## src/rtl/dr_cla_pkg.sv

```systemverilog
`timescale 1ns/1ps
package dr_cla_pkg;
  localparam int unsigned DATA_W = 8;
endpackage

```

## src/rtl/dr_reg.sv

```systemverilog
`timescale 1ns/1ps
// Return-to-zero dual-rail stage register: loads on cap_i, nulls on clr_i.
module dr_reg #(
  parameter int unsigned N = 8
) (
  input  logic         clk_i,
  input  logic         rst_ni,
  input  logic         cap_i,
  input  logic         clr_i,
  input  logic         v_i,
  input  logic [N-1:0] t_i,
  input  logic [N-1:0] f_i,
  output logic         v_o,
  output logic [N-1:0] t_o,
  output logic [N-1:0] f_o
);
  always_ff @(posedge clk_i or negedge rst_ni) begin
    if (!rst_ni) begin
      v_o <= 1'b0;
      t_o <= '0;
      f_o <= '0;
    end else if (cap_i) begin
      v_o <= v_i;
      t_o <= t_i;
      f_o <= f_i;
    end else if (clr_i) begin
      v_o <= 1'b0;
      t_o <= '0;
      f_o <= '0;
    end
  end

  p_excl_r6: assert property (@(posedge clk_i) disable iff (!rst_ni)
    (t_o & f_o) == '0);
  p_full_r6: assert property (@(posedge clk_i) disable iff (!rst_ni)
    v_o |-> &(t_o ^ f_o));
  p_null_r5: assert property (@(posedge clk_i) disable iff (!rst_ni)
    !v_o |-> ((t_o | f_o) == '0));
  p_rtz_r6: assert property (@(posedge clk_i) disable iff (!rst_ni)
    (clr_i && !cap_i) |=> (!v_o && t_o == '0 && f_o == '0));
endmodule

```

## src/rtl/dr_prefix.sv

```systemverilog
`timescale 1ns/1ps
// One dual-rail prefix level: combines (G,P) at bit i with bit i-DIST.
module dr_prefix #(
  parameter int unsigned W    = 8,
  parameter int unsigned DIST = 1
) (
  input  logic [W-1:0] gt_i,
  input  logic [W-1:0] gf_i,
  input  logic [W-1:0] pt_i,
  input  logic [W-1:0] pf_i,
  output logic [W-1:0] gt_o,
  output logic [W-1:0] gf_o,
  output logic [W-1:0] pt_o,
  output logic [W-1:0] pf_o
);
  for (genvar i = 0; i < W; i++) begin : g_bit
    if (i >= DIST) begin : g_comb
      assign gt_o[i] = gt_i[i] | (pt_i[i] & gt_i[i-DIST]);
      assign gf_o[i] = gf_i[i] & (pf_i[i] | gf_i[i-DIST]);
      assign pt_o[i] = pt_i[i] & pt_i[i-DIST];
      assign pf_o[i] = pf_i[i] | pf_i[i-DIST];
    end else begin : g_pass
      assign gt_o[i] = gt_i[i];
      assign gf_o[i] = gf_i[i];
      assign pt_o[i] = pt_i[i];
      assign pf_o[i] = pf_i[i];
    end
  end
endmodule

```

## src/rtl/dr_sum.sv

```systemverilog
`timescale 1ns/1ps
// Dual-rail sum: bit propagate XOR incoming carry; carry-out from top group.
module dr_sum #(
  parameter int unsigned W = 8
) (
  input  logic [W-1:0] pbt_i,
  input  logic [W-1:0] pbf_i,
  input  logic [W-1:0] gt_i,
  input  logic [W-1:0] gf_i,
  output logic [W:0]   st_o,
  output logic [W:0]   sf_o
);
  logic [W-1:0] ct, cf;

  // carry-in zero, but kept null-preserving via the rails of bit 0
  assign ct = {gt_i[W-2:0], 1'b0};
  assign cf = {gf_i[W-2:0], pbt_i[0] | pbf_i[0]};

  assign st_o[W-1:0] = (pbt_i & cf) | (pbf_i & ct);
  assign sf_o[W-1:0] = (pbt_i & ct) | (pbf_i & cf);
  assign st_o[W]     = gt_i[W-1];
  assign sf_o[W]     = gf_i[W-1];
endmodule

```

## src/rtl/dr_cla_pipe.sv

```systemverilog
`timescale 1ns/1ps
module dr_cla_pipe
  import dr_cla_pkg::*;
#(
  parameter int unsigned W = DATA_W
) (
  input  logic         clk_i,
  input  logic         rst_ni,
  input  logic         valid_i,
  input  logic [W-1:0] a_i,
  input  logic [W-1:0] b_i,
  output logic         phase_o,
  output logic         valid_o,
  output logic [W-1:0] sum_o,
  output logic         cout_o,
  output logic         error_o
);
  localparam int unsigned LEVELS   = $clog2(W);
  localparam int unsigned PW       = 3 * W;
  localparam int unsigned SUM_STG  = LEVELS + 2;
  localparam bit          SUM_ODD  = (SUM_STG % 2) == 1;

  logic ph;
  always_ff @(posedge clk_i or negedge rst_ni) begin
    if (!rst_ni) ph <= 1'b0;
    else         ph <= ~ph;
  end
  assign phase_o = ph;

  // odd stages load when ph=1 at the edge, even stages when ph=0
  logic cap_odd, cap_even;
  assign cap_odd  = ph;
  assign cap_even = ~ph;

  // stage 1: encode to dual rail, generate and propagate
  logic [2*W-1:0] s1_ti, s1_fi, s1_t, s1_f;
  logic           s1_v;
  assign s1_ti = valid_i ? {a_i ^ b_i, a_i & b_i}       : '0;
  assign s1_fi = valid_i ? {~(a_i ^ b_i), ~(a_i & b_i)} : '0;

  dr_reg #(.N(2*W)) u_s1 (
    .clk_i, .rst_ni, .cap_i(cap_odd), .clr_i(cap_even),
    .v_i(valid_i), .t_i(s1_ti), .f_i(s1_fi),
    .v_o(s1_v), .t_o(s1_t), .f_o(s1_f)
  );

  // prefix levels: payload {bit propagate, group G, group P}
  logic [PW-1:0] lt [LEVELS+1];
  logic [PW-1:0] lf [LEVELS+1];
  logic          lv [LEVELS+1];

  assign lt[0] = {s1_t[2*W-1:W], s1_t[W-1:0], s1_t[2*W-1:W]};
  assign lf[0] = {s1_f[2*W-1:W], s1_f[W-1:0], s1_f[2*W-1:W]};
  assign lv[0] = s1_v;

  for (genvar lvl = 0; lvl < LEVELS; lvl++) begin : g_lvl
    localparam bit STG_EVEN = ((lvl + 2) % 2) == 0;
    logic [W-1:0] gt, gf, pt, pf;
    logic         cap, clr;

    assign cap = STG_EVEN ? cap_even : cap_odd;
    assign clr = ~cap;

    dr_prefix #(.W(W), .DIST(1 << lvl)) u_pfx (
      .gt_i(lt[lvl][2*W-1:W]), .gf_i(lf[lvl][2*W-1:W]),
      .pt_i(lt[lvl][W-1:0]),   .pf_i(lf[lvl][W-1:0]),
      .gt_o(gt), .gf_o(gf), .pt_o(pt), .pf_o(pf)
    );

    dr_reg #(.N(PW)) u_stg (
      .clk_i, .rst_ni, .cap_i(cap), .clr_i(clr),
      .v_i(lv[lvl]),
      .t_i({lt[lvl][PW-1:2*W], gt, pt}),
      .f_i({lf[lvl][PW-1:2*W], gf, pf}),
      .v_o(lv[lvl+1]), .t_o(lt[lvl+1]), .f_o(lf[lvl+1])
    );
  end

  // sum stage and output stage
  logic [W:0] sm_t, sm_f, s5_t, s5_f, s6_t, s6_f;
  logic       s5_v, s6_v, cap5, cap6;

  assign cap5 = SUM_ODD ? cap_odd : cap_even;
  assign cap6 = ~cap5;

  dr_sum #(.W(W)) u_sum (
    .pbt_i(lt[LEVELS][PW-1:2*W]), .pbf_i(lf[LEVELS][PW-1:2*W]),
    .gt_i(lt[LEVELS][2*W-1:W]),   .gf_i(lf[LEVELS][2*W-1:W]),
    .st_o(sm_t), .sf_o(sm_f)
  );

  dr_reg #(.N(W+1)) u_s5 (
    .clk_i, .rst_ni, .cap_i(cap5), .clr_i(cap6),
    .v_i(lv[LEVELS]), .t_i(sm_t), .f_i(sm_f),
    .v_o(s5_v), .t_o(s5_t), .f_o(s5_f)
  );

  dr_reg #(.N(W+1)) u_s6 (
    .clk_i, .rst_ni, .cap_i(cap6), .clr_i(cap5),
    .v_i(s5_v), .t_i(s5_t), .f_i(s5_f),
    .v_o(s6_v), .t_o(s6_t), .f_o(s6_f)
  );

  // single-rail decode, taken while the last stage evaluates
  always_ff @(posedge clk_i or negedge rst_ni) begin
    if (!rst_ni) begin
      valid_o <= 1'b0;
      sum_o   <= '0;
      cout_o  <= 1'b0;
    end else if (cap5) begin
      valid_o <= s6_v;
      sum_o   <= s6_v ? s6_t[W-1:0] : '0;
      cout_o  <= s6_v & s6_t[W];
    end
  end

  // rail monitor on the last stage
  always_ff @(posedge clk_i or negedge rst_ni) begin
    if (!rst_ni) error_o <= 1'b0;
    else error_o <= (|(s6_t & s6_f))
                  | (s6_v & ~&(s6_t | s6_f))
                  | (~s6_v & |(s6_t | s6_f));
  end

  p_phase_r4: assert property (@(posedge clk_i) disable iff (!rst_ni)
    1'b1 |=> (phase_o != $past(phase_o)));
  p_zero_r5: assert property (@(posedge clk_i) disable iff (!rst_ni)
    !valid_o |-> (sum_o == '0 && !cout_o));
  p_hold_r2: assert property (@(posedge clk_i) disable iff (!rst_ni)
    !cap5 |=> $stable({valid_o, sum_o, cout_o}));
  p_noerr_r6: assert property (@(posedge clk_i) disable iff (!rst_ni)
    !error_o);
endmodule

```

## config.mk

```make
export PLATFORM = sky130hd
export DESIGN_NAME = dr_cla_pipe
export DESIGN_NICKNAME = d
export VERILOG_FILES = /design/src/rtl/dr_cla_pkg.sv /design/src/rtl/dr_reg.sv /design/src/rtl/dr_prefix.sv /design/src/rtl/dr_sum.sv /design/src/rtl/dr_cla_pipe.sv
export SDC_FILE = /design/constraint.sdc
export NUM_CORES = 1
export LEC_CHECK = 0
export BUFFER_PORTS_ARGS = -buffer_cell sky130_fd_sc_hd__buf_2
export CAP_MARGIN = 20
export CORE_ASPECT_RATIO = 1.1
export CORE_UTILIZATION = 50
export CTS_CLUSTER_SIZE = 25
export DETAILED_ROUTE_END_ITERATION = 16
export PLACE_DENSITY = 0.66
export SLEW_MARGIN = 0
export SYNTH_ARGS = -nofsm -noshare
export SYNTH_HDL_FRONTEND = slang
export SYNTH_HIERARCHICAL = 1
export SYNTH_SLANG_ARGS = --single-unit
```

## constraint.sdc

```tcl
create_clock -name clk_i -period 5.6 [get_ports clk_i]
set_input_delay 0.28 -clock clk_i [delete_from_list [all_inputs] [get_ports clk_i]]
set_output_delay 0.28 -clock clk_i [all_outputs]
set_load 0.1 [all_outputs]
```

# Word level (Yosys, flattened, before mapping)

Cells that the tools add are included.

Multiplexer cells: 21
Bitwise gates (word level): 122
Reduce and logical (&&, ||, !) cells: 4

Operator list:

| cell                | number |
|---|---|
| 24-bit two-way mux  | 6 |
| 16-bit two-way mux  | 4 |
| 1-bit bitwise AND   | 54 |
| 1-bit bitwise OR    | 54 |
| 8-bit bitwise AND   | 5 |
| 9-bit two-way mux   | 4 |
| 9-bit OR reduction  | 2 |
| 8-bit NOT           | 2 |
| 8-bit bitwise OR    | 2 |
| 9-bit bitwise AND   | 1 |
| 9-bit bitwise OR    | 1 |
| 9-bit AND reduction | 1 |
| 8-bit two-way mux   | 1 |
| 8-bit XOR           | 1 |
| 1-bit two-way mux   | 6 |
| 1-bit NOT           | 2 |
| 1-bit logical NOT   | 1 |

Flip-flop bits (word level): 230
Input port bits: 19
Output and inout bits: 12
Word-level logic and storage cells: 170

# Logic depth before layout (Yosys ltp)

Depth in word-level cells: 6
Mapped depth: 7
Mapped depth without buffers: 4

# By module

The synthesis kept the hierarchy.

Modules (own cells, without submodules):

| module                       | times used | cells each | area an instance (um^2) | seq. area each (um^2) |
|---|---|---|---|---|
| dr_reg at g_lvl[0].u_stg ... | 3          | 110        | 1736.7                  | 1226.2 |
| dr_reg at u_s5 ...           | 2          | 42         | 714.4                   | 475.5 |
| dr_reg at u_s1               | 1          | 74         | 1206.2                  | 825.8 |
| dr_cla_pipe                  | 1          | 108        | 884.6                   | 300.3 |
| dr_prefix at g_lvl[2].u_pfx  | 1          | 32         | 230.2                   | 0.0 |
| dr_prefix at g_lvl[1].u_pfx  | 1          | 32         | 225.2                   | 0.0 |
| dr_prefix at g_lvl[0].u_pfx  | 1          | 32         | 222.7                   | 0.0 |
| dr_sum                       | 1          | 18         | 145.1                   | 0.0 |

# Worst setup path before layout

No wires, ideal clock.

Kind: register to register
Start point: register ph, in the netlist phase_o
End point: register g_lvl[2].u_stg.t_o[10]
Library setup time: 0.121 ns
Arrival time: 2.478 ns
Required time: 5.479 ns
Slack: 3.001 ns
Stages on the path, launching flop included: 7
Path buffers: 4
Period minus slack after synthesis: 2.599 ns
Path through: dfrtp_1 > clkbuf_1 > inv_1 > buf_2 > buf_2 > buf_6 > a22o_1

Cells in the longest elaborated chain, start to end: 1

RTL lines:

| element                | line              | source |
|---|---|---|
| start, declared        | dr_cla_pipe.sv:23 | `logic ph;` |
| start signal, assigned | dr_cla_pipe.sv:26 | `else ph <= ~ph;` |
| 24-bit two-way mux     | dr_reg.sv:22      | `end else if (cap_i) begin` |
| end signal, assigned   | dr_reg.sv:24      | `t_o <= t_i;` |
| end, declared          | dr_reg.sv:14      | `output logic [N-1:0] t_o,` |

Every way passes these cells.
A chain may end at the register's enable or synchronous reset.

# Worst setup path after layout

Start point: register ph, in the netlist phase_o
End point: register g_lvl[2].u_stg.f_o[13]

Cells in the longest elaborated chain, start to end: 1

RTL lines:

| element              | line         | source |
|---|---|---|
| 24-bit two-way mux   | dr_reg.sv:22 |  |
| end signal, assigned | dr_reg.sv:25 | `f_o <= f_i;` |
| end, declared        | dr_reg.sv:15 | `output logic [N-1:0] f_o` |

Every way passes these cells.

==> flow_summary_export.csv <==
group,metric,value,unit
timing,min_period,3080,ps
run,cap_viol_max_count,0,
timing,setup_viol,0,
grt,grt.total_usage,0.195,
detailed_routing,first_pass_iters,11,
grt,antenna_found_initial,0,
detailed_routing,drt_iter0_markers,370,
placement,pre_cts_ws,2550,ps
run_status,status,"complete, but fails checks",
clocking,cts_tree,"yes",
timing,hold_viol,0,
detailed_routing,num_vias,5047,
timing,worst_slew_pin_slew,1000,ps
placement,place_inst,793,
timing,drv_slew,0,
clocking,cts.sinks,202,
placement,hpwl,10400,um
setup_path,critPathKind,"reg -> reg",
setup_path,worstRegToRegCells,4,
detailed_routing,viasPerCell,6.09,
detailed_routing,wl_per_cell,19.7,um
grt,grt_pass1_wl,27400,um
clocking,path_clk_slew,60,ps
synthesis,synthCells,626,
floorplan,rows,49,
power_and_ir_drop,leakage,4.39,nW
clocking,htreeDepth,1,
timing,grt_setup_unrepaired,"no",
floorplan,core-area,16400,sq um
timing,fmax,325,MHz
floorplan,die_w,126,um
layout,final_cell_mix,"201 x dfrtp_1, 166 x a22o_1, 38 x a22o_2",
timing,setup_ws,2520,ps
setup_path,rr_startpoint,"phase_o$_DFF_PN0_",
detailed_routing,routed_wl,16400,um
layout,layout-drive-gt1-share,0.179,
floorplan,dieArea,17400,sq um
clocking,cts.path.max_buffers,3,
synthesis,yosysWarnings,6,
placement,port_buffers,30,
detailed_routing,drc,4,
layout,syn_to_final_growth,7.21,%
grt,grt_max_degree,137,
setup_path,start_kind,"flip-flop",
grt,first_global_vias,4993,
setup_path,r2r_setup_slack,2520,ps
setup_path,critPathArrivalTime,3490,ps
layout,antenna_cells,0,
setup_path,r2r_end,"g_lvl[2].u_stg/f_o[13]$_DFFE_PN0P_",
detailed_routing,antenna_left,0,
layout,nNetsFinal,641,
clocking,cts_root_buffer,"clkbuf_16",
synthesis,avgSynthCellArea,13.4,sq um
run_status,violations,"design-rule violations",
layout,final_common_cell,"dfrtp_1",
timing,final.setup.tns,0,ps
placement,gp_congestion,0.785,
timing,relSlewSlack,0.331,
timing,finClkSkew,8.58,ps
clocking,cts_buffers,21,
floorplan,die_h,138,um
synthesis,syn_area,8410,sq um
synthesis,syn_nets,653,
setup_path,end_kind,"flip-flop",
power_and_ir_drop,power,2.99,mW
setup_path,cp.required,6010,ps
power_and_ir_drop,p_per_area,331,nW/um^2
worst_hold_path,hp-class,"in -> async",
clocking,cts_resized,0,
power_and_ir_drop,irDropWorstVdd,187,uV
layout,fin_cells,829,
grt,grt_overflow,0,
clocking,clk_latency,480,ps
floorplan,start_util,0.512,
timing,fin_crit_sh,0.550,
setup_path,cp_max_fo,54,
floorplan,io_pins,31,
layer usage:
metal / track usage / vias to the layer above / share of wire
met4: 0.0475 / 0 / 0.011
met1: 0.282 / 2597 / 0.47
met3: 0.0248 / 15 / 0.038
met2: 0.313 / 109 / 0.48
li1: - / 2326 / -
met5: 0 / - / 0
worst max path at each step:
stage,startpoint,endpoint,slack (ps),cells past startpoint
after global routing,phase_o$_DFF_PN0_,g_lvl[2].u_stg/f_o[11]$_DFFE_PN0P_,2280,4
after CTS,phase_o$_DFF_PN0_,g_lvl[2].u_stg/f_o[13]$_DFFE_PN0P_,2530,4
after floorplan,phase_o$_DFF_PN0_,g_lvl[2].u_stg/t_o[10]$_DFFE_PN0P_,3010,6
after global placement,phase_o$_DFF_PN0_,g_lvl[2].u_stg/v_o$_DFFE_PN0P_,2640,4
after detailed placement,phase_o$_DFF_PN0_,g_lvl[2].u_stg/t_o[18]$_DFFE_PN0P_,2550,4
final,phase_o$_DFF_PN0_,g_lvl[2].u_stg/f_o[13]$_DFFE_PN0P_,2520,4
critical path, stage by stage, from the launching register on:
cell and delay (ps):
dfrtp_4 740, clkinv_2 780, buf_4 580, nor2_4 640, a22o_1 230
state kept, by name, summed over array words and instances (netlist names):
name	flops
cout_o	1
valid_o	1
u_s6/v_o	1
g_lvl.u_stg/v_o	3
phase_o	1
u_s5/t_o	9
u_s1/t_o	16
u_s5/v_o	1
g_lvl.u_stg/f_o	58
u_s6/f_o	9
error_o	1
g_lvl.u_stg/t_o	58
u_s6/t_o	9
u_s5/f_o	9
u_s1/f_o	16
sum_o	8
u_s1/v_o	1
through the flow:
step / cell area, sq um / hold slack (ps) / util
floorplan: 8410 / -15.6 / -
global placement: 8350 / 480 / 0.508
detailed placement: 8350 / 485 / 0.508
CTS: 8980 / 38.1 / 0.547
global route: 9020 / 245 / 0.549
finish: 9020 / 245 / 0.549
power by group:
part	internal (mW)	switching, mW	total [mW]
clock	0.751	0.527	1.28
combinational	0.0725	0.0801	0.153
sequential	1.51	0.0479	1.56
total	2.33	0.655	2.99
cell type report:
class | count | area, sq um
inverters | 10 | 38.8
repair buffers | 35 | 219
flip-flops and latches | 202 | 5060
clock buffers | 29 | 606
clock inverters | 5 | 28.8
multi-input cells | 344 | 2820
fillers | 1365 | 7410
well taps | 204 | 255
repair_timing:
action | CTS | global route
buffers inserted | 0 | 0
hold buffers | 0 | 1
hold endpoints to repair | 0 | 25
Note: power is estimated with default switching activity, not from simulation.
